===== config.mk =====
export PLATFORM = sky130hd
export DESIGN_NAME = q15_frac_div
export DESIGN_NICKNAME = d
export VERILOG_FILES = /design/src/rtl/q15_div_pkg.sv /design/src/rtl/q15_div_screen.sv /design/src/rtl/q15_div_step.sv /design/src/rtl/q15_div_seq.sv /design/src/rtl/q15_frac_div.sv
export SDC_FILE = /design/constraint.sdc
export NUM_CORES = 1
export LEC_CHECK = 0
export BUFFER_PORTS_ARGS = -buffer_cell sky130_fd_sc_hd__buf_4
export CAP_MARGIN = 15
export CORE_MARGIN = 3
export CORE_UTILIZATION = 60
export DETAILED_ROUTE_END_ITERATION = 6
export GPL_TIMING_DRIVEN = 1
export HOLD_SLACK_MARGIN = 0.1
export MAX_ROUTING_LAYER = met4
export PLACE_DENSITY = 0.81
export SLEW_MARGIN = 20
export SYNTH_ARGS = -nofsm -noshare
export SYNTH_HDL_FRONTEND = slang
export SYNTH_SLANG_ARGS = --single-unit

===== constraint.sdc =====
create_clock -name clk -period 4.2 [get_ports clk]
set_input_delay 0.63 -clock clk [delete_from_list [all_inputs] [get_ports clk]]
set_output_delay 0.63 -clock clk [all_outputs]
set_load 0.01 [all_outputs]

===== src/rtl/q15_div_pkg.sv =====
package q15_div_pkg;

    localparam int unsigned DEF_WIDTH = 16;
    localparam int unsigned DEF_FRAC  = 15;

    // Classification of an operand pair at the start cycle
    typedef enum logic [1:0] {
        KIND_ITERATE = 2'd0,
        KIND_EQUAL   = 2'd1,
        KIND_ILLEGAL = 2'd2
    } entry_kind_e;

    // Largest fraction with the given number of fractional bits
    function automatic logic [DEF_WIDTH-1:0] frac_max(input int unsigned frac);
        logic [DEF_WIDTH-1:0] v;
        v = '0;
        for (int i = 0; i < int'(DEF_WIDTH); i++) begin
            if (i < int'(frac)) v[i] = 1'b1;
        end
        return v;
    endfunction

endpackage


===== src/rtl/q15_div_screen.sv =====
module q15_div_screen
    import q15_div_pkg::*;
#(
    parameter int unsigned WIDTH = DEF_WIDTH
) (
    input  logic [WIDTH-1:0] num_i,
    input  logic [WIDTH-1:0] den_i,
    output entry_kind_e      kind_o
);
    logic neg_num;
    logic bad_den;
    logic too_big;

    always_comb begin
        neg_num = num_i[WIDTH-1];
        bad_den = den_i[WIDTH-1] || (den_i == '0);
        // both non-negative here, so an unsigned compare is valid
        too_big = !neg_num && !den_i[WIDTH-1] && (num_i > den_i);
        if (neg_num || bad_den || too_big)
            kind_o = KIND_ILLEGAL;
        else if (num_i == den_i)
            kind_o = KIND_EQUAL;
        else
            kind_o = KIND_ITERATE;
    end

endmodule


===== src/rtl/q15_div_step.sv =====
module q15_div_step #(
    parameter int unsigned WIDTH = 16,
    parameter int unsigned REM_W = 2 * WIDTH
) (
    input  logic [REM_W-1:0] rem_i,
    input  logic [WIDTH-1:0] quo_i,
    input  logic [WIDTH-1:0] den_i,
    output logic [REM_W-1:0] rem_o,
    output logic [WIDTH-1:0] quo_o
);
    logic [REM_W-1:0] doubled;
    logic [REM_W-1:0] den_ext;
    logic             fits;

    always_comb begin
        doubled = {rem_i[REM_W-2:0], 1'b0};
        den_ext = {{(REM_W-WIDTH){1'b0}}, den_i};
        fits    = (doubled >= den_ext);
        rem_o   = fits ? (doubled - den_ext) : doubled;
        quo_o   = {quo_i[WIDTH-2:0], fits};
    end

endmodule


===== src/rtl/q15_div_seq.sv =====
module q15_div_seq
    import q15_div_pkg::*;
#(
    parameter int unsigned WIDTH     = DEF_WIDTH,
    parameter int unsigned FRAC_BITS = DEF_FRAC,
    parameter int unsigned REM_W     = 2 * WIDTH
) (
    input  logic             clk,
    input  logic             rst,
    input  logic             start_i,
    input  entry_kind_e      kind_i,
    input  logic [WIDTH-1:0] num_i,
    input  logic [WIDTH-1:0] den_i,
    output logic [REM_W-1:0] step_rem_o,
    output logic [WIDTH-1:0] step_quo_o,
    output logic [WIDTH-1:0] step_den_o,
    input  logic [REM_W-1:0] step_rem_i,
    input  logic [WIDTH-1:0] step_quo_i,
    output logic             busy_o,
    output logic             done_o,
    output logic [WIDTH-1:0] quo_o,
    output logic             err_o
);
    localparam int unsigned CNT_W = $clog2(FRAC_BITS + 1);
    localparam logic [CNT_W-1:0] LOAD_LEFT = CNT_W'(FRAC_BITS - 1);
    localparam logic [WIDTH-1:0] MAX_QUO = frac_max(FRAC_BITS);
    localparam bit ONE_STEP = (FRAC_BITS == 1);

    logic [REM_W-1:0] rem_q;
    logic [WIDTH-1:0] acc_q;
    logic [WIDTH-1:0] den_q;
    logic [CNT_W-1:0] left_q;
    logic             accept;

    assign accept = start_i && !busy_o;

    // Load cycle feeds the operands straight into the first step
    always_comb begin
        if (busy_o) begin
            step_rem_o = rem_q;
            step_quo_o = acc_q;
            step_den_o = den_q;
        end else begin
            step_rem_o = {{(REM_W-WIDTH){1'b0}}, num_i};
            step_quo_o = '0;
            step_den_o = den_i;
        end
    end

    always_ff @(posedge clk) begin
        if (rst) begin
            busy_o <= 1'b0;
            done_o <= 1'b0;
            quo_o  <= '0;
            err_o  <= 1'b0;
            rem_q  <= '0;
            acc_q  <= '0;
            den_q  <= '0;
            left_q <= '0;
        end else begin
            done_o <= 1'b0;
            if (accept) begin
                unique case (kind_i)
                    KIND_ILLEGAL: begin
                        done_o <= 1'b1;
                        err_o  <= 1'b1;
                        quo_o  <= '0;
                    end
                    KIND_EQUAL: begin
                        done_o <= 1'b1;
                        err_o  <= 1'b0;
                        quo_o  <= MAX_QUO;
                    end
                    default: begin
                        if (ONE_STEP) begin
                            done_o <= 1'b1;
                            err_o  <= 1'b0;
                            quo_o  <= step_quo_i;
                        end else begin
                            busy_o <= 1'b1;
                            rem_q  <= step_rem_i;
                            acc_q  <= step_quo_i;
                            den_q  <= den_i;
                            left_q <= LOAD_LEFT;
                        end
                    end
                endcase
            end else if (busy_o) begin
                rem_q  <= step_rem_i;
                acc_q  <= step_quo_i;
                left_q <= left_q - 1'b1;
                if (left_q == CNT_W'(1)) begin
                    busy_o <= 1'b0;
                    done_o <= 1'b1;
                    err_o  <= 1'b0;
                    quo_o  <= step_quo_i;
                end
            end
        end
    end

endmodule


===== src/rtl/q15_frac_div.sv =====
module q15_frac_div
    import q15_div_pkg::*;
#(
    parameter int unsigned WIDTH     = DEF_WIDTH,
    parameter int unsigned FRAC_BITS = DEF_FRAC
) (
    input  logic             clk,
    input  logic             rst,
    input  logic             start_i,
    input  logic [WIDTH-1:0] num_i,
    input  logic [WIDTH-1:0] den_i,
    output logic             busy_o,
    output logic             done_o,
    output logic [WIDTH-1:0] quo_o,
    output logic             err_o
);
    localparam int unsigned REM_W = 2 * WIDTH;

    entry_kind_e      kind;
    logic [REM_W-1:0] s_rem_in;
    logic [REM_W-1:0] s_rem_out;
    logic [WIDTH-1:0] s_quo_in;
    logic [WIDTH-1:0] s_quo_out;
    logic [WIDTH-1:0] s_den;

    q15_div_screen #(.WIDTH(WIDTH)) u_screen (
        .num_i  (num_i),
        .den_i  (den_i),
        .kind_o (kind)
    );

    q15_div_step #(.WIDTH(WIDTH), .REM_W(REM_W)) u_step (
        .rem_i (s_rem_in),
        .quo_i (s_quo_in),
        .den_i (s_den),
        .rem_o (s_rem_out),
        .quo_o (s_quo_out)
    );

    q15_div_seq #(.WIDTH(WIDTH), .FRAC_BITS(FRAC_BITS), .REM_W(REM_W)) u_seq (
        .clk        (clk),
        .rst        (rst),
        .start_i    (start_i),
        .kind_i     (kind),
        .num_i      (num_i),
        .den_i      (den_i),
        .step_rem_o (s_rem_in),
        .step_quo_o (s_quo_in),
        .step_den_o (s_den),
        .step_rem_i (s_rem_out),
        .step_quo_i (s_quo_out),
        .busy_o     (busy_o),
        .done_o     (done_o),
        .quo_o      (quo_o),
        .err_o      (err_o)
    );

endmodule


==> flow_metrics.py, run 1 <==
metrics = {
    "critical_path": {
        "startpoint_type": "flop",
        "criticalPathCategory": "flop to flop",
        "rr_endpoint": "u_seq.rem_q[19]",
        "critPathMaxFanout": 40,
        "r2r_setup_slack_ns": 0.46,
        "crit_arrival_ns": 4.01,
        "required_ns": 4.47,
        "cp-end-kind": "flop",
        "rr_worst_depth": 11,
        "r2r-start": "u_seq.busy_o",
    },
    "grt": {
        "grt_pass1_wl_mm": 23.4,
        "track_usage_pct": 29.8,
        "antenna_found_initial": 0,
        "grt_pass1_vias": 4946,
        "grt-ovfl-total": 0,
        "grt_max_degree": 62,
    },
    "sta": {
        "finClkSkew_ns": 0.0145,
        "setup_tns_ns": 0,
        "post-route-period-util_pct": 88.9,
        "worst_pin_slew_ns": 0.711,
        "finalMaxSlewViolations": 0,
        "rsz0062_at_grt": "false",
        "slew-limit-headroom_pct": 52.5,
        "min_period_ns": 3.74,
        "max_freq_mhz": 268,
        "fin_ws_ns": 0.464,
        "finalSetupViolations": 0,
        "finalHoldViolCount": 0,
    },
    "logic_synthesis": {
        "synth_area_mm2": 0.00529,
        "synth_edf_count": 0,
        "postSynthCellCount": 633,
        "ys.flop_type": "dfxtp_1",
        "synth_top_family_by_area": "compound AO/OA/AOI/OAI gates",
        "synth_xor_area_share_pct": 2.81,
        "postSynthAreaPerCell_um2": 8.36,
        "synthMuxAreaShare_pct": 10.0,
        "synth_nets": 704,
        "ys_seq_elements": 85,
        "synth_warnings": 0,
        "synth_top_area_share_pct": 32.2,
        "synth_simple_gate_area_share_pct": 18.2,
        "ys_types": 71,
        "yosysSeqAreaShare_pct": 32.2,
        "synth.area.top_cells": "dfxtp_1 32%, ha_1 8.3%, mux2i_1 6.8%",
        "ys_async_sr_fraction_pct": 0,
        "synthAdderAreaFrac_pct": 8.65,
        "synth_compound_area_share_pct": 22.8,
        "yosys.area.top_type": "dfxtp_1",
    },
    "clock_network": {
        "cts_hold_buffers": 0,
        "cts_buffer_depth": 2,
        "numCtsBuffers": 9,
        "clk-insertion-delay-late_ns": 0.36,
        "post_cts_buffers": 0,
        "clkSinkCount": 85,
        "root_buffer": "clkbuf_8",
        "post_cts_resized": 0,
        "cts_tree": "done",
        "clk_pin_slew_worst_paths_ns": 0.09,
        "htreeDepth": 3,
    },
    "cells_and_area": {
        "diodes": 0,
        "drive_gt1_share_pct": 17.0,
        "finalNetCount": 739,
        "area_growth_pct": 11.4,
        "final_util_pct": 70.3,
    },
    "die": {
        "die_area_mm2": 0.00998,
        "core_area_mm2": 0.00838,
        "die-width_um": 99.9,
        "design.portCount": 54,
        "start_util_pct": 63.1,
        "die_h_um": 99.9,
        "num_rows": 33,
    },
    "placed_design": {
        "pre_cts_ws_ns": 0.537,
        "numPortBuffers": 53,
        "place_congestion": 0.997,
        "dp.final_hpwl_mm": 10.2,
    },
    "route": {
        "num_vias": 4984,
        "wirelength_mm": 14.0,
        "wl_per_cell_um": 18.1,
        "drt-pass1-iter-count": 5,
        "ant_nets": 0,
        "drt_iter0_markers": 330,
        "vias_per_cell": 6.41,
        "drcViolationCount": 0,
    },
    "power_and_ir_drop": {
        "ir_worst_vdd_uv": 160,
        "combPwrFrac_pct": 29.7,
        "power_frac_seq_pct": 42.4,
        "leakage_uw": 0.00243,
        "p_per_area_mw_per_mm2": 364,
        "sw_frac_of_total_pct": 34.7,
        "switchingPower_uw": 743,
        "intPower_uw": 1400,
        "clkPwrFrac_pct": 27.9,
    },
    "outcome": {
        "run_status": "finished clean",
    },
    "worst_hold_path": {
        "min_path_type": "flop to flop",
        "hold_path_depth": 2,
        "hold_end": "u_seq.acc_q[11]",
        "hp-start": "u_seq.acc_q[11]",
    },
    "flow_run": {
        "cap_violations": 0,
    },
}
area by class of cell:
type	instances	area (µm²)
Multi-Input combinational cell	484	3300
Fill cell	697	2490
Sequential cell	85	1700
Timing Repair Buffer	62	465
Tap cell	105	131
Clock buffer	9	124
Inverter	26	97.6
Clock inverter	6	70.1
layer usage:
metal / GRT usage, % / share of wire (%) / wire length [µm] / up-vias
met3: 3.75 / 5.0 / 707 / 41
met5: - / 0 / 0 / -
met1: 37.0 / 44 / 6100 / 2406
met2: 48.6 / 49 / 6830 / 171
li1: - / - / - / 2366
met4: 13.1 / 2.8 / 386 / 0
power groups by stage:
stage                     clock network (µW)  logic (µW)  registers, µW
after floorplan                            0         469            913
after global placement                     0         610            923
after CTS                                601         630            907
after global routing                     627         706            914
after detailed placement                   0         628            924
final                                    597         637            909
stage by stage:
| stage | power (µW) | cell area, µm² | instances | hold WS [ns] |
|---|---|---|---|---|
| 6_report | 2140 | 5900 | 777 | 0.464 |
| 5_1_grt | 2250 | 5900 | 777 | 0.479 |
| 4_1_cts | 2140 | 5900 | 777 | 0.462 |
| 3_5_place_dp | 1550 | 5700 | 762 | 0.448 |
| 3_3_place_gp | 1530 | 5700 | 762 | 0.440 |
| 2_1_floorplan | 1380 | 5290 | 633 | 0.428 |
synth_stat cells, drive strengths merged, types with 3 or more instances:
cell and n:
o21ai 39, nand3 14, inv 26, buf 20
nor2b 4, xor2 12, nor3 5, o31ai 4
or2 4, nand4 9, mux2 14, a21oi 64
and3 5, nand2b 3, a21o 5, a2111oi 3
nor2 49, a211oi 21, and2 5, mux2i 37
nand2 74, xnor2 5, a31oi 7, ha 35
clkbuf 18, and4 3, a221oi 3, or3 4
dfxtp 85, nor4 12, o211ai 8, a311oi 3
o21a 7
kinds of logic after synthesis:
kind of cell / Yosys count
buf+inv: 64
mux: 51
flops: 85
compound gates: 183
xor+xnor: 17
fa+ha+maj: 36
simple gates: 197
flip-flops by register name, indices dropped and copies added (netlist names):
signal	count
u_seq.done_o	1
u_seq.err_o	1
u_seq.quo_o	16
u_seq.left_q	4
u_seq.rem_q	31
u_seq.den_q	16
u_seq.acc_q	15
u_seq.busy_o	1
worst max-delay path: stages, from the launching register on:
cell,delay (ns)
dfxtp_2,0.65
buf_4,0.34
buf_4,0.42
mux2i_1,0.15
ha_1,0.39
nand2_1,0.13
nor3_1,0.24
a32oi_1,0.20
nand3_2,0.18
and3_1,0.44
o21ai_1,0.18
nor4_2,0.31
layout by cell type, fill, tap and decap left out, types with 3 or more instances in the layout:
cell type  count
o211ai_1       8
nand4_1        9
and2_1         5
clkbuf_8       9
nor3_1         5
nor2_1        49
nor4_1         8
a21oi_1       63
inv_1         26
or2_2          3
buf_4         62
a311oi_1       3
or3_1          3
o21a_1         7
nor4_2         4
nand3_1       13
mux2i_1       36
nor2b_1        4
a211oi_1      21
a21o_1         5
nand2_1       74
nand2b_1       3
xor2_1        12
ha_1          35
a31oi_1        7
o21ai_0       37
mux2_2        14
dfxtp_1       84
xnor2_1        5
and3_1         5
o31ai_1        3
how the worst max path moves through the flow:
stage                     depth (start not counted)         start  slack [ns]              end
after global routing                             11  u_seq.busy_o        0.14  u_seq.rem_q[19]
after detailed placement                         11  u_seq.busy_o        0.54  u_seq.rem_q[19]
after floorplan                                  15  u_seq.busy_o        0.38  u_seq.rem_q[19]
after global placement                           10  u_seq.busy_o        0.73  u_seq.rem_q[19]
after CTS                                        11  u_seq.busy_o        0.51  u_seq.rem_q[19]
final                                            11  u_seq.busy_o        0.46  u_seq.rem_q[19]
Power figures use the tool's default switching activity.
==> inputs of run 2 (changes only) <==
CORE_UTILIZATION = 40   (was 60)
PLACE_DENSITY = unset   (was 0.81)
==> run 2 against run 1 <==
  * Die area is 47% higher
  * Critical path depth is 2 lower
  * Flip-flop and latch count stayed put
  * Sequential power hardly changed
  * Clock skew is 0.0076 ns lower
  * Power is 9.4% higher
  * Hold slack worse by 0.0072 ns
  * Global-route usage is 9.6 points lower
  * Critical endpoint is now u_seq.rem_q[25]
==> flow_metrics.py, run 2 (synthesis gave the netlist of run 1 again) <==
metrics = {
    "outcome": {
        "run_status": "finished clean",
    },
    "worst_hold_path": {
        "min_path_type": "flop to flop",
        "hp-start": "u_seq.rem_q[3]",
        "hold_end": "u_seq.rem_q[3]",
        "hold_path_depth": 2,
    },
    "critical_path": {
        "criticalPathCategory": "flop to flop",
        "path_delay_family": "compound AO/OA/AOI/OAI gates",
        "cp_cell_sequence": "o21ai_0, fa_1, a211oi_1, o211ai_1, a32oi_1, nand3_2, and3_1, a221oi_2, nor4_2",
        "rr_endpoint": "u_seq.rem_q[25]",
        "cp-end-kind": "flop",
        "r2r_setup_slack_ns": 0.59,
        "critPathMaxFanout": 32,
        "slowest_delay_ns": 0.67,
        "rr_worst_depth": 9,
        "r2r-start": "u_seq.busy_o",
        "crit_arrival_ns": 3.82,
        "startpoint_type": "flop",
        "slowest_stage": "dfxtp_4",
        "required_ns": 4.41,
        "path_buf_inv": 0,
    },
    "power_and_ir_drop": {
        "leakage_uw": 0.00248,
        "switchingPower_uw": 758,
        "combPwrFrac_pct": 26.8,
        "clkPwrFrac_pct": 34.4,
        "sw_frac_of_total_pct": 32.3,
        "finalPower_uw": 2340,
        "intPower_uw": 1590,
        "p_per_area_mw_per_mm2": 385,
        "ir_worst_vdd_uv": 244,
        "power_frac_seq_pct": 38.8,
    },
    "sta": {
        "slew-limit-headroom_pct": 47.5,
        "finalHoldViolCount": 0,
        "finClkSkew_ns": 0.00680,
        "min_period_ns": 3.61,
        "finalMaxSlewViolations": 0,
        "rsz0062_at_grt": "false",
        "post-route-period-util_pct": 86.0,
        "worst_pin_slew_ns": 0.787,
        "max_freq_mhz": 277,
        "finalSetupViolations": 0,
        "setup_tns_ns": 0,
    },
    "die": {
        "design.portCount": 54,
        "die_h_um": 121,
        "core_area_mm2": 0.0128,
        "start_util_pct": 41.4,
        "die-width_um": 121,
        "num_rows": 41,
        "die_area_mm2": 0.0146,
    },
    "cells_and_area": {
        "final_util_pct": 47.7,
        "multi_input_area_mm2": 0.00330,
        "area_growth_pct": 15.0,
        "diodes": 0,
        "finalNetCount": 739,
        "postLayoutCellArea_mm2": 0.00609,
        "largestRegisters": "u_seq.rem_q (31), u_seq.den_q (16), u_seq.quo_o (16)",
        "final_common_cell": "dfxtp_1",
        "regArea_mm2": 0.00171,
        "drive_gt1_share_pct": 17.1,
        "final_cell_mix": "84 x dfxtp_1, 74 x nand2_1, 63 x a21oi_1",
        "largest_reg_flops": 31,
        "regMostFlops": "u_seq.rem_q",
        "fillCellCount": 1270,
    },
    "clock_network": {
        "numCtsBuffers": 9,
        "root_buffer": "clkbuf_16",
        "clk-insertion-delay-late_ns": 0.35,
        "cts_tree": "done",
        "cts_buffer_depth": 2,
        "clkSinkCount": 85,
        "post_cts_resized": 0,
        "htreeDepth": 3,
        "post_cts_buffers": 0,
        "clk_pin_slew_worst_paths_ns": 0.07,
        "cts_hold_buffers": 0,
    },
    "route": {
        "num_vias": 4726,
        "drcViolationCount": 0,
        "drt-pass1-iter-count": 4,
        "drt_iter0_markers": 409,
        "vias_per_cell": 5.59,
        "wirelength_mm": 14.0,
        "ant_nets": 0,
        "wl_per_cell_um": 16.6,
    },
    "placed_design": {
        "numPortBuffers": 53,
        "place_congestion": 0.945,
        "dp.final_hpwl_mm": 10.2,
        "placed_area_mm2": 0.00579,
    },
    "grt": {
        "grt-ovfl-total": 0,
        "antenna_found_initial": 0,
        "grt_pass1_wl_mm": 23.0,
        "track_usage_pct": 20.2,
        "grt_pass1_vias": 4633,
        "grt_max_degree": 62,
    },
    "flow_run": {
        "cap_violations": 0,
    },
}
-- run 2: worst max-delay path by stage --
| stage | startpoint | end | slack [ns] | depth (start not counted) |
|---|---|---|---|---|
| floorplan | u_seq.busy_o | u_seq.rem_q[19] | 0.38 | 15 |
| global route | u_seq.busy_o | u_seq.rem_q[25] | 0.26 | 9 |
| CTS | u_seq.busy_o | u_seq.rem_q[25] | 0.60 | 9 |
| global placement | num_i[0] | u_seq.rem_q[27] | 0.67 | 11 |
| detailed placement | num_i[0] | u_seq.rem_q[25] | 0.60 | 11 |
| finish | u_seq.busy_o | u_seq.rem_q[25] | 0.59 | 9 |
-- run 2: metal layers --
layer / vias up / track usage, % / wire length [µm]
li1: 2373 / - / -
met1: 2244 / 25.3 / 6400
met2: 95 / 32.7 / 6740
met3: 14 / 4.15 / 543
met4: 0 / 6.80 / 333
met5: - / - / 0
-- run 2: worst reg2reg max path, cell delays in order, from the launching register on --
cell and delay (ns):
dfxtp_4 0.67, o21ai_0 0.32, fa_1 0.53, a211oi_1 0.34, o211ai_1 0.20, a32oi_1 0.37
nand3_2 0.26, and3_1 0.41, a221oi_2 0.31, nor4_2 0.08
-- run 2: final cells by class --
cell class / count / area share (%)
clock buffer: 9 / 3.70
clock inverter: 7 / 1.21
inverter: 26 / 1.60
multi-input combinational: 484 / 54.3
sequential: 85 / 28.0
tap: 172 / 3.54
timing repair buffer: 62 / 7.65
-- run 2: per-stage QoR --
stage	hold WS (ns)	std cells	setup slack, ns
2_1_floorplan	0.428	633	0.375
3_3_place_gp	0.441	829	0.675
3_5_place_dp	0.448	829	0.604
4_1_cts	0.456	845	0.595
5_1_grt	0.475	845	0.264
6_report	0.456	845	0.587
-- run 2: power by group through the flow --
stage	clock network, µW	logic, µW	registers (µW)
floorplan	0	469	913
global placement	0	619	924
detailed placement	0	625	926
CTS	832	629	908
global route	862	701	916
finish	807	628	909
==> inputs of run 3 (changes only) <==
clock period = 3.95 ns   (was 4.2 ns; I/O delays follow)
==> run 3 against run 2 <==
  * Flip-flop and latch count did not move
  * Clock skew up 0.0017 ns
  * Setup slack got worse by 0.22 ns
  * Critical path depth increased by 1
  * Register-to-register slack worse by 0.22 ns
  * Combinational power rose by 7.2%
  * Non-clock buffer count increased by 1
  * Final area up 0.23%
  * Sequential power increased by 5.9%
  * Die area unchanged
  * Critical path type unchanged
  * Largest power group unchanged
==> flow_metrics.py, run 3 (synthesis gave the netlist of run 1 again) <==
metrics = {
    "outcome": {
        "run_status": "finished clean",
    },
    "cells_and_area": {
        "final_util_pct": 47.8,
        "fillCellCount": 1218,
        "largestRegisters": "u_seq.rem_q (31), u_seq.den_q (16), u_seq.quo_o (16)",
        "finalNetCount": 740,
        "regMostFlops": "u_seq.rem_q",
        "final_cell_mix": "84 x dfxtp_1, 74 x nand2_1, 63 x a21oi_1, 63 x buf_4, 49 x nor2_1",
        "final_common_cell": "dfxtp_1",
        "drive_gt1_share_pct": 17.2,
        "largest_reg_flops": 31,
        "area_growth_pct": 15.3,
        "diodes": 0,
    },
    "clock_network": {
        "htreeDepth": 3,
        "cts_tree": "done",
        "post_cts_resized": 0,
        "numCtsBuffers": 9,
        "post_cts_buffers": 0,
        "clk-insertion-delay-late_ns": 0.35,
        "cts_hold_buffers": 0,
        "clk_pin_slew_worst_paths_ns": 0.07,
        "cts_buffer_depth": 2,
        "clkSinkCount": 85,
        "root_buffer": "clkbuf_16",
    },
    "power_and_ir_drop": {
        "clkPwrFrac_pct": 35.1,
        "ir_worst_vdd_uv": 248,
        "power_frac_seq_pct": 38.2,
        "switchingPower_uw": 826,
        "p_per_area_mw_per_mm2": 413,
        "sw_frac_of_total_pct": 32.8,
        "leakage_uw": 0.00249,
        "combPwrFrac_pct": 26.7,
        "intPower_uw": 1700,
    },
    "grt": {
        "grt_pass1_wl_mm": 23.2,
        "track_usage_pct": 20.4,
        "grt-ovfl-total": 0,
        "grt_max_degree": 62,
        "antenna_found_initial": 0,
        "grt_pass1_vias": 4667,
    },
    "die": {
        "die-width_um": 121,
        "die_area_mm2": 0.0146,
        "core_area_mm2": 0.0128,
        "num_rows": 41,
        "design.portCount": 54,
        "die_h_um": 121,
        "start_util_pct": 41.4,
    },
    "critical_path": {
        "cp-end-kind": "flop",
        "r2r-start": "u_seq.busy_o",
        "startpoint_type": "flop",
        "slowest_stage": "dfxtp_4",
        "rr_worst_depth": 10,
        "r2r_setup_slack_ns": 0.37,
        "cp_cell_sequence": "buf_4, mux2_2, ha_1, nand4_1, nor3_1, a32oi_1, nand3_2, and3_1, o21ai_1, nor4_2",
        "slowest_delay_ns": 0.57,
        "criticalPathCategory": "flop to flop",
        "required_ns": 4.22,
        "rr_endpoint": "u_seq.rem_q[19]",
        "crit_arrival_ns": 3.85,
        "critPathMaxFanout": 24,
    },
    "sta": {
        "max_freq_mhz": 279,
        "finalMaxSlewViolations": 0,
        "setup_tns_ns": 0,
        "worst_pin_slew_ns": 0.785,
        "min_period_ns": 3.58,
        "finClkSkew_ns": 0.00846,
        "post-route-period-util_pct": 90.7,
        "finalHoldViolCount": 0,
        "rsz0062_at_grt": "false",
        "slew-limit-headroom_pct": 47.6,
        "finalSetupViolations": 0,
    },
    "worst_hold_path": {
        "hold_end": "u_seq.acc_q[8]",
        "hp-start": "u_seq.acc_q[8]",
        "min_path_type": "flop to flop",
        "hold_path_depth": 2,
    },
    "route": {
        "vias_per_cell": 5.66,
        "wirelength_mm": 13.9,
        "wl_per_cell_um": 16.5,
        "ant_nets": 0,
        "num_vias": 4789,
        "drcViolationCount": 0,
        "drt-pass1-iter-count": 5,
        "drt_iter0_markers": 260,
    },
    "placed_design": {
        "dp.final_hpwl_mm": 10.1,
        "place_congestion": 0.941,
        "numPortBuffers": 53,
    },
    "flow_run": {
        "cap_violations": 0,
    },
}
[run 3: changes by cell type in the layout (fill, tap and decap cells not counted), sizes merged]
cell / before / now
buf: 62 / 63
clkinv: 4 / 1
inv: 27 / 30
[run 3: how the worst max path moves through the flow]
stage	start	end	cells past startpoint
after floorplan	u_seq.busy_o	u_seq.rem_q[19]	15
after global placement	u_seq.busy_o	u_seq.rem_q[19]	11
after detailed placement	u_seq.busy_o	u_seq.rem_q[19]	10
after CTS	u_seq.busy_o	u_seq.rem_q[19]	10
after global routing	u_seq.busy_o	u_seq.rem_q[19]	10
final	u_seq.busy_o	u_seq.rem_q[19]	10
[run 3: layout make-up]
class	count	area, µm²	share of cell area, %
clock buffers	9	225	3.69
well taps	172	215	3.53
multi-input cells	484	3300	54.2
flip-flops and latches	85	1710	28.0
inverters	26	97.6	1.60
clock inverters	7	80.1	1.31
repair buffers	63	473	7.75
[run 3: layer usage]
layer | vias to the layer above | GRT usage [%] | share of wire (%) | wire (µm)
met5 | - | - | 0 | 0
met4 | 0 | 7.37 | 2.1 | 289
met3 | 27 | 4.34 | 3.8 | 524
met2 | 89 | 31.6 | 47 | 6590
met1 | 2294 | 26.3 | 47 | 6540
li1 | 2379 | - | - | -
[run 3: worst max-delay path: cells and delay by family, from the launching register on]
family / cells / cell delay (ns)
and+or+nand+nor: 5 / 1.45
DFF: 1 / 0.57
adders and majority gates: 1 / 0.43
muxes: 1 / 0.37
AOI/OAI and AO/OA: 2 / 0.37
buffers and inverters: 1 / 0.28
[run 3: power groups by stage]
stage	Clock [µW]	Combinational, µW	Sequential (µW)
finish	886	673	963
global route	941	755	971
CTS	905	672	962
detailed placement	0	667	981
global placement	0	663	980
floorplan	0	499	971
[run 3: metrics by stage]
| step | worst slack (ns) | total power (µW) | instance area (µm²) | cells | hold WS, ns |
|---|---|---|---|---|---|
| final | 0.366 | 2520 | 6100 | 846 | 0.455 |
| after CTS | 0.381 | 2540 | 6100 | 846 | 0.457 |
| after global placement | 0.499 | 1640 | 5800 | 830 | 0.441 |
| after detailed placement | 0.382 | 1650 | 5800 | 830 | 0.448 |
| after floorplan | 0.125 | 1470 | 5290 | 633 | 0.428 |
| after global routing | 0.0553 | 2670 | 6100 | 846 | 0.476 |
